File: src/rtl/pwmPkg.sv
`timescale 1ns/1ps
package pwmPkg;
  localparam int CTRL_W = 6;
  localparam int PRE_W  = 10;
  localparam int PER_W  = 12;

  // control bit positions
  localparam int CB_EN   = 0;
  localparam int CB_INV  = 1;
  localparam int CB_AUTO = 2;
  localparam int CB_STOP = 3;
  localparam int CB_FPRE = 4;
  localparam int CB_FPER = 5;

  // pending-flag index inside one channel's status group
  localparam int PK_CTRL = 0;
  localparam int PK_PRE  = 1;
  localparam int PK_PER  = 2;
  localparam int PK_DUTY = 3;

  typedef struct packed {
    logic loadCtrl;
    logic loadPre;
    logic loadPer;
    logic loadDuty;
    logic restartPre;
    logic restartCnt;
  } chanStrobe_t;

  typedef struct packed {
    logic tick;
    logic boundary;
    logic autoLoad;
    logic forcePre;
    logic forcePer;
  } chanState_t;

  typedef struct packed {
    logic [CTRL_W-1:0] ctrl;
    logic [PRE_W-1:0]  pre;
    logic [PER_W-1:0]  per;
    logic [PER_W-1:0]  duty;
  } chanShadow_t;
endpackage

File: src/rtl/pwmRegCtl.sv
`timescale 1ns/1ps
module pwmRegCtl import pwmPkg::*; #(
  parameter int NUM_CH  = 2,
  parameter int SLOT_CH = 4,
  parameter int ADDR_W  = 7,
  parameter int DATA_W  = 32
) (
  input  logic                      clk,
  input  logic                      rstN,
  input  logic                      wrValid,
  input  logic [ADDR_W-1:0]         wrAddr,
  input  logic [DATA_W-1:0]         wrData,
  input  logic [ADDR_W-1:0]         rdAddr,
  output logic [DATA_W-1:0]         rdData,
  input  chanState_t  [NUM_CH-1:0]  chState,
  output chanShadow_t [NUM_CH-1:0]  chShadow,
  output chanStrobe_t [NUM_CH-1:0]  chStrobe
);
  localparam int SLOT_W = (SLOT_CH > 1) ? $clog2(SLOT_CH) : 1;
  localparam int GRP_W  = 8;
  localparam int REG_N  = 4;

  logic [SLOT_W-1:0] wrSlot, rdSlot;
  logic [1:0]        wrReg, rdReg;
  logic              wrSpace;

  logic [NUM_CH-1:0][REG_N-1:0] wrHit, loadHit, pendQ;
  logic [NUM_CH-1:0]            perDue;
  chanShadow_t [NUM_CH-1:0]     shadowQ;

  assign wrSlot  = wrAddr[4 +: SLOT_W];
  assign wrReg   = wrAddr[3:2];
  assign rdSlot  = rdAddr[4 +: SLOT_W];
  assign rdReg   = rdAddr[3:2];
  assign wrSpace = wrValid && !wrAddr[ADDR_W-1];
  assign chShadow = shadowQ;

  // write decode: one hit per channel and register
  always_comb begin
    for (int ch = 0; ch < NUM_CH; ch++) begin
      for (int k = 0; k < REG_N; k++) begin
        wrHit[ch][k] = wrSpace && (wrSlot == SLOT_W'(ch)) && (wrReg == 2'(k));
      end
    end
  end

  // transfer strobes towards the datapath
  always_comb begin
    for (int ch = 0; ch < NUM_CH; ch++) begin
      perDue[ch] = chState[ch].forcePer |
                   (chState[ch].autoLoad ? chState[ch].boundary : chState[ch].tick);
      chStrobe[ch].loadCtrl   = pendQ[ch][PK_CTRL];
      chStrobe[ch].loadPre    = pendQ[ch][PK_PRE] & (chState[ch].tick | chState[ch].forcePre);
      chStrobe[ch].restartPre = pendQ[ch][PK_PRE] & chState[ch].forcePre;
      chStrobe[ch].loadPer    = pendQ[ch][PK_PER] & perDue[ch];
      chStrobe[ch].loadDuty   = pendQ[ch][PK_DUTY] & perDue[ch];
      chStrobe[ch].restartCnt = chState[ch].forcePer &
                                (chStrobe[ch].loadPer | chStrobe[ch].loadDuty);
      loadHit[ch] = {chStrobe[ch].loadDuty, chStrobe[ch].loadPer,
                     chStrobe[ch].loadPre,  chStrobe[ch].loadCtrl};
    end
  end

  // shadow registers and pending flags
  always_ff @(posedge clk) begin
    if (!rstN) begin
      shadowQ <= '0;
      pendQ   <= '0;
    end else begin
      for (int ch = 0; ch < NUM_CH; ch++) begin
        if (wrHit[ch][PK_CTRL]) shadowQ[ch].ctrl <= wrData[CTRL_W-1:0];
        if (wrHit[ch][PK_PRE])  shadowQ[ch].pre  <= wrData[PRE_W-1:0];
        if (wrHit[ch][PK_PER])  shadowQ[ch].per  <= wrData[PER_W-1:0];
        if (wrHit[ch][PK_DUTY]) shadowQ[ch].duty <= wrData[PER_W-1:0];
        pendQ[ch] <= wrHit[ch] | (pendQ[ch] & ~loadHit[ch]);
      end
    end
  end

  // read mux: channel registers, status word, zero elsewhere
  always_comb begin
    rdData = '0;
    if (!rdAddr[ADDR_W-1]) begin
      for (int ch = 0; ch < NUM_CH; ch++) begin
        if (rdSlot == SLOT_W'(ch)) begin
          case (rdReg)
            2'd0:    rdData = DATA_W'(shadowQ[ch].ctrl);
            2'd1:    rdData = DATA_W'(shadowQ[ch].pre);
            2'd2:    rdData = DATA_W'(shadowQ[ch].per);
            default: rdData = DATA_W'(shadowQ[ch].duty);
          endcase
        end
      end
    end else if (rdAddr[ADDR_W-2:0] == '0) begin
      for (int ch = 0; ch < NUM_CH; ch++) begin
        rdData[GRP_W*ch +: REG_N] = pendQ[ch];
      end
    end
  end

  for (genvar ch = 0; ch < NUM_CH; ch++) begin : g_chk
    for (genvar k = 0; k < REG_N; k++) begin : g_reg
      a_r3_pend_set: assert property (@(posedge clk) disable iff (!rstN)
        wrHit[ch][k] |=> pendQ[ch][k]);
    end
    a_r3_ctrl_clear: assert property (@(posedge clk) disable iff (!rstN)
      (pendQ[ch][PK_CTRL] && !wrHit[ch][PK_CTRL]) |=> !pendQ[ch][PK_CTRL]);
    a_r7_auto_hold: assert property (@(posedge clk) disable iff (!rstN)
      (pendQ[ch][PK_PER] && chState[ch].autoLoad && !chState[ch].forcePer &&
       !chState[ch].boundary) |=> pendQ[ch][PK_PER]);
    a_r10_force_pre: assert property (@(posedge clk) disable iff (!rstN)
      (pendQ[ch][PK_PRE] && chState[ch].forcePre && !wrHit[ch][PK_PRE])
      |=> !pendQ[ch][PK_PRE]);
  end
endmodule

File: src/rtl/pwmChanDp.sv
`timescale 1ns/1ps
module pwmChanDp import pwmPkg::*; (
  input  logic        clk,
  input  logic        rstN,
  input  chanShadow_t shadow,
  input  chanStrobe_t strobe,
  output chanState_t  state,
  output logic        pwmOut
);
  logic [CTRL_W-1:0] ctrlQ;
  logic [PRE_W-1:0]  preQ, preCnt;
  logic [PER_W-1:0]  perQ, dutyQ, cnt;
  logic              runQ, outQ;
  logic              tick, atEnd, en, stopNow;

  assign en      = ctrlQ[CB_EN];
  assign stopNow = !ctrlQ[CB_EN] && ctrlQ[CB_STOP];
  assign tick    = (preCnt >= preQ);
  assign atEnd   = (cnt >= perQ);

  assign state.tick     = tick;
  assign state.boundary = tick && (!runQ || atEnd);
  assign state.autoLoad = ctrlQ[CB_AUTO];
  assign state.forcePre = ctrlQ[CB_FPRE];
  assign state.forcePer = ctrlQ[CB_FPER];
  assign pwmOut         = outQ;

  // active copies of the configuration
  always_ff @(posedge clk) begin
    if (!rstN) begin
      ctrlQ <= '0;
      preQ  <= '0;
      perQ  <= '0;
      dutyQ <= '0;
    end else begin
      if (strobe.loadCtrl) ctrlQ <= shadow.ctrl;
      if (strobe.loadPre)  preQ  <= shadow.pre;
      if (strobe.loadPer)  perQ  <= shadow.per;
      if (strobe.loadDuty) dutyQ <= shadow.duty;
    end
  end

  // tick divider
  always_ff @(posedge clk) begin
    if (!rstN)                        preCnt <= '0;
    else if (strobe.restartPre || tick) preCnt <= '0;
    else                              preCnt <= preCnt + 1'b1;
  end

  // period counter and run state
  always_ff @(posedge clk) begin
    if (!rstN) begin
      runQ <= 1'b0;
      cnt  <= '0;
    end else if (stopNow) begin
      runQ <= 1'b0;
      cnt  <= '0;
    end else if (strobe.restartCnt) begin
      cnt <= '0;
    end else if (tick) begin
      if (runQ) begin
        if (atEnd) begin
          cnt <= '0;
          if (!en) runQ <= 1'b0;
        end else begin
          cnt <= cnt + 1'b1;
        end
      end else if (en) begin
        runQ <= 1'b1;
        cnt  <= '0;
      end
    end
  end

  // registered compare and polarity
  always_ff @(posedge clk) begin
    if (!rstN) outQ <= 1'b0;
    else       outQ <= (runQ && (cnt < dutyQ)) ^ ctrlQ[CB_INV];
  end

  a_r4_pre_bound: assert property (@(posedge clk) disable iff (!rstN)
    preCnt <= preQ);
  a_r11_idle_zero: assert property (@(posedge clk) disable iff (!rstN)
    !runQ |-> (cnt == '0));
  a_r9_stop_now: assert property (@(posedge clk) disable iff (!rstN)
    stopNow |=> !runQ);
  a_r5_duty_zero: assert property (@(posedge clk) disable iff (!rstN)
    (dutyQ == '0) |=> (outQ == $past(ctrlQ[CB_INV])));
endmodule

File: src/rtl/pwmPeriph.sv
`timescale 1ns/1ps
module pwmPeriph import pwmPkg::*; #(
  parameter int NUM_CH  = 2,
  parameter int SLOT_CH = 4,
  parameter int ADDR_W  = $clog2(SLOT_CH*16) + 1,
  parameter int DATA_W  = 32
) (
  input  logic              clk,
  input  logic              rstN,
  input  logic              wrValid,
  input  logic [ADDR_W-1:0] wrAddr,
  input  logic [DATA_W-1:0] wrData,
  input  logic [ADDR_W-1:0] rdAddr,
  output logic [DATA_W-1:0] rdData,
  output logic [NUM_CH-1:0] pwmOut
);
  chanState_t  [NUM_CH-1:0] chState;
  chanShadow_t [NUM_CH-1:0] chShadow;
  chanStrobe_t [NUM_CH-1:0] chStrobe;

  pwmRegCtl #(
    .NUM_CH(NUM_CH), .SLOT_CH(SLOT_CH), .ADDR_W(ADDR_W), .DATA_W(DATA_W)
  ) u_ctl (
    .clk(clk), .rstN(rstN),
    .wrValid(wrValid), .wrAddr(wrAddr), .wrData(wrData),
    .rdAddr(rdAddr), .rdData(rdData),
    .chState(chState), .chShadow(chShadow), .chStrobe(chStrobe)
  );

  for (genvar ch = 0; ch < NUM_CH; ch++) begin : g_chan
    pwmChanDp u_dp (
      .clk(clk), .rstN(rstN),
      .shadow(chShadow[ch]), .strobe(chStrobe[ch]),
      .state(chState[ch]), .pwmOut(pwmOut[ch])
    );
  end
endmodule

File: config.mk
export PLATFORM = sky130hd
export DESIGN_NAME = pwmPeriph
export DESIGN_NICKNAME = d
export VERILOG_FILES = /design/src/rtl/pwmPkg.sv /design/src/rtl/pwmRegCtl.sv /design/src/rtl/pwmChanDp.sv /design/src/rtl/pwmPeriph.sv
export SDC_FILE = /design/constraint.sdc
export NUM_CORES = 1
export LEC_CHECK = 0
export BUFFER_PORTS_ARGS = -buffer_cell sky130_fd_sc_hd__buf_2
export CORE_AREA = 2 2 181 183
export DETAILED_ROUTE_END_ITERATION = 10
export DIE_AREA = 0 0 183 185
export PLACE_DENSITY = 0.52
export SYNTH_ARGS = -nofsm -noshare
export SYNTH_HDL_FRONTEND = slang
export SYNTH_SLANG_ARGS = --single-unit
File: constraint.sdc
create_clock -name clk -period 2.2 [get_ports clk]
set_input_delay 0.44 -clock clk [delete_from_list [all_inputs] [get_ports clk]]
set_output_delay 0.44 -clock clk [all_outputs]
set_load 0.02 [all_outputs]
==> metrics.md <==
| Metric | Value |
|---|---|
| Crit path arrival time | `~1.9 ns` |
| #FFs+latches synth | `216` |
| Data required time of the critical path | `1.76 ns` |
| Placed cells | `~1700` |
| Cell taking the most area after synthesis | `sky130_fd_sc_hd__dfxtp_1` |
| Most used DFF post-synth | `sky130_fd_sc_hd__dfxtp_1` |
| Port Buffer Count | `40` |
| Number of violations reported at the end of detailed-routing iteration 0 | `545` |
| Finish-stage setup viols | `45` |
| Number of I/O pins | `83` |
| Power per standard cell area | `576 nW/um^2` |
| Site row count | `66` |
| Yosys warning total | `0` |
| Final instance count without filler cells | `about 1800` |
| Combinational family with the most area after synthesis | `simple AND/OR/NAND/NOR gates` |
| Synthesized instance count | `between 1000 and 1500` |
| Area share of xor/xnor cells in the synthesized design | `under 10%` |
| Iteration count of the initial detailed-routing pass | `8` |
| Kind of critical path | `reg2out` |
| Flop-to-flop setup slack | `-0.07 ns` |
| Final setup slack of the worst path | `-0.102 ns` |
| Fraction of the mapped netlist area in compound gates | `a little under an eighth` |
| Number of flops mapped to enable cells by yosys | `0` |
| Distinct cells, synth | `just over 60` |
| Ratio of cells with drive above 1 in the final layout | `30.7%` |
| Area share of the largest cell type after synthesis | `39.3%` |
| Number of global-route vias before repair | `between 8000 and 9000` |
| Area grow syn2layout | `31.5%` |
| Critical path endpoint category | `output port` |
| Largest net degree at the start of global routing | `56` |
| Inserted Clock Buffers | `24` |
| Hold-critical path endpoint | `u_ctl.chShadow[63]` |
| Transition at the pin with the smallest max-transition slack | `roughly 0.65 ns` |
| Count of H-tree levels built during CTS | `1` |
| Kind of path behind the tightest hold check | `in2reg` |
| Syn avg cell area | `approximately 8.8 um^2` |
| Combined area of all synthesized cells | `11000 um^2` |
| Register area share after synthesis | `~39%` |
| Global-route usage over all layers | `a little under a fifth` |
| Period utilization | `105%` |
| Final Hold Vio Count | `0` |
| Startpoint type of the worst setup path | `flip-flop` |
| Core occupancy in the finished layout | `a little under half` |
| Core region area | `32000 um^2` |
| Via count normalized by instance count | `approximately 5` |
| Nets | `around 1500` |
| Half-perimeter wire length of the detailed placement result | `between 20000 and 25000 um` |
| Share of flip-flops with an asynchronous set or reset after synthesis | `0%` |
| DR vias | `just over 9000` |
| Drt drc | `0` |
| Ant diodes | `0` |
| Global-route wire length before repair | `48500 um` |
| Number of antenna violations at the first check in global routing | `0` |
| Maximum clock insertion buffer count | `3` |
| Sinks on Clock Net | `216` |
| Worst slack at placement | `-0.511 ns` |
| Routed Antenna Nets | `0` |
| Clk root buf | `sky130_fd_sc_hd__clkbuf_16` |
| Leading post-synthesis cells by cell area | `sky130_fd_sc_hd__dfxtp_1 39%, sky130_fd_sc_hd__mux2i_1 13%, sky130_fd_sc_hd__ha_1 8.0%, sky130_fd_sc_hd__nand2_1 6.7%, sky130_fd_sc_hd__nor2_1 4.6%` |
| Clock slew at reported path FFs | `0.06 ns` |
| Worst clock skew on the final layout | `slightly above 0.007 ns` |
| Max-Cap Viols | `0` |
| Remaining global-route overflow | `0` |
| Latest clock arrival within the worst-skew pair | `roughly 0.52 ns` |
| Die H | `between 150 and 200 um` |
| TritonCTS clock tree | `yes` |
| Total count of max-transition violations in the final report | `0` |
| Reg2reg end | `g_chan[1].u_dp.preQ[5]` |
| Overall die width | `roughly 180 um` |
| Post-synthesis share of cell area spent on and, or, nand and nor gates | `17.2%` |
| Violated checks | `negative setup slack` |
| Worst-path maximum fanout | `3` |
| Final critical path time including I/O delays and setup | `~2.3 ns` |
| Worst max-slew margin expressed relative to the limit | `between 50% and 60%` |
| Worst R2R Path Depth | `10` |
| Reg-to-reg critical path startpoint | `g_chan[1].u_dp.preQ[4]` |
| Commonest cells in the netlist | `216 x sky130_fd_sc_hd__dfxtp_1, 196 x sky130_fd_sc_hd__nand2_1, 146 x sky130_fd_sc_hd__mux2i_1` |
| Fmax | `434 MHz` |
| Final routed wirelength across all metal layers | `roughly 32000 um` |
| Mux share of post-synthesis cell area | `approximately 15%` |
| Outcome | `finished with violations` |
| Worst hold path stage count | `3` |
| Min-delay src | `wrData[11]` |
| Leakage | `0.00579 uW` |
| RePlAce Congestion | `roughly 0.85` |
| RSZ-0062 raised after global routing | `true` |
| Initial core utilization | `between 30% and 40%` |
| Final routed wire length divided by cell count | `roughly 17 um` |
| Die area | `between 30000 and 40000 um^2` |
| Worst voltage drop across the vdd grid | `0.517 mV` |
| Adder-Cell Fraction of Synth Area | `7.95%` |
| Library cell with the highest instance count after synthesis | `sky130_fd_sc_hd__dfxtp_1` |
-- layout make-up --
class	count	area (um^2)
Multi-Input combinational cell	889	6820
Tap cell	408	510
Inverter	84	317
Fill cell	3107	17600
Clock inverter	6	55.1
Clock buffer	36	727
Timing Repair Buffer	192	1650
Sequential cell	216	4410
-- flip-flops by register name (all words and copies together) (netlist names) --
name and flops:
u_ctl.pendQ 6, g_chan.u_dp.pwmOut 2, g_chan.u_dp.preCnt 20, g_chan.u_dp.cnt 24, g_chan.u_dp.ctrlQ 12, g_chan.u_dp.runQ 2, g_chan.u_dp.preQ 20, g_chan.u_dp.perQ 24
u_ctl.chStrobe 2, g_chan.u_dp.dutyQ 24, u_ctl.chShadow 80
-- where the power goes --
group	switching [uW]	total, uW	leakage, uW	internal, uW
combinational	275	413	0.00363	138
sequential	11.4	3930	0.00177	3920
clock	1610	4000	0.000391	2380
-- worst max-delay path, cell delays in order, from the launching register on --
cell,delay [ns]
sky130_fd_sc_hd__dfxtp_1,0.36
sky130_fd_sc_hd__a22o_1,0.21
sky130_fd_sc_hd__a222oi_1,0.44
sky130_fd_sc_hd__o31ai_2,0.15
sky130_fd_sc_hd__buf_4,0.18
-- placed cells by master (no fill, tap or decap), types with 7 or more instances in the layout --
cell type and count:
sky130_fd_sc_hd__xnor2_1 11, sky130_fd_sc_hd__a21oi_1 42, sky130_fd_sc_hd__clkbuf_16 27, sky130_fd_sc_hd__buf_4 125, sky130_fd_sc_hd__mux2_4 7, sky130_fd_sc_hd__mux2i_1 143, sky130_fd_sc_hd__o21ai_2 7, sky130_fd_sc_hd__nor2_1 130
sky130_fd_sc_hd__nor3_4 7, sky130_fd_sc_hd__a22o_1 7, sky130_fd_sc_hd__nand2_1 196, sky130_fd_sc_hd__conb_1 20, sky130_fd_sc_hd__ha_4 18, sky130_fd_sc_hd__nand4_1 8, sky130_fd_sc_hd__nand2b_1 9, sky130_fd_sc_hd__buf_2 27
sky130_fd_sc_hd__inv_2 14, sky130_fd_sc_hd__a21oi_2 14, sky130_fd_sc_hd__and3_1 9, sky130_fd_sc_hd__a21o_1 12, sky130_fd_sc_hd__o21ai_0 15, sky130_fd_sc_hd__xor2_1 10, sky130_fd_sc_hd__dfxtp_2 59, sky130_fd_sc_hd__buf_12 9
sky130_fd_sc_hd__buf_6 26, sky130_fd_sc_hd__nand3_1 27, sky130_fd_sc_hd__inv_1 69, sky130_fd_sc_hd__o31ai_2 7, sky130_fd_sc_hd__dfxtp_1 153, sky130_fd_sc_hd__ha_1 50
-- cell families (layout without fill, tap and decap cells) --
logic type	Yosys count	count (layout)
fa+ha+maj	70	70
mux	160	160
other cells	1	20
compound gates	182	183
buf+inv	172	318
flops	216	216
simple gates	435	435
xor+xnor	21	21
-- per-layer routing --
layer	track usage (%)	vias to the layer above	wire length, um
li1	-	4594	-
met1	25.2	4381	14900
met2	30.3	197	14800
met3	1.85	37	1270
met4	3.97	0	571
met5	0	-	0
-- worst max path at each step --
stage          slack, ns                   start                       end
6_report           -0.10      u_ctl.chShadow[76]                 rdData[2]
5_1_grt            -0.22  g_chan[1].u_dp.preQ[8]     g_chan[1].u_dp.cnt[3]
4_1_cts            -0.13      u_ctl.chShadow[26]                 rdData[2]
3_5_place_dp       -0.51   g_chan[0].u_dp.cnt[0]  g_chan[0].u_dp.dutyQ[10]
3_3_place_gp       -0.45   g_chan[0].u_dp.cnt[0]  g_chan[0].u_dp.dutyQ[10]
2_1_floorplan      -0.24               rdAddr[3]                 rdData[6]
-- per-stage QoR --
stage	TNS, ns	hold WS [ns]	total power [uW]	instance area [um^2]
finish	-1.59	0.207	8340	14500
global route	-8.10	0.204	8590	14500
CTS	-0.910	0.191	8380	13800
detailed placement	-15.01	0.449	4380	12300
global placement	-12.63	0.444	4380	12300
floorplan	-0.478	0.430	4250	11100
-- timing repair --
item	4_1_cts	5_1_grt
pin swaps	54	45
cloned	3	3
buffers inserted	27	12
hold buffers	0	0
endpoints found under the setup margin	101	121
gates resized for setup	139	128
Note: power is estimated with default switching activity, not from simulation.
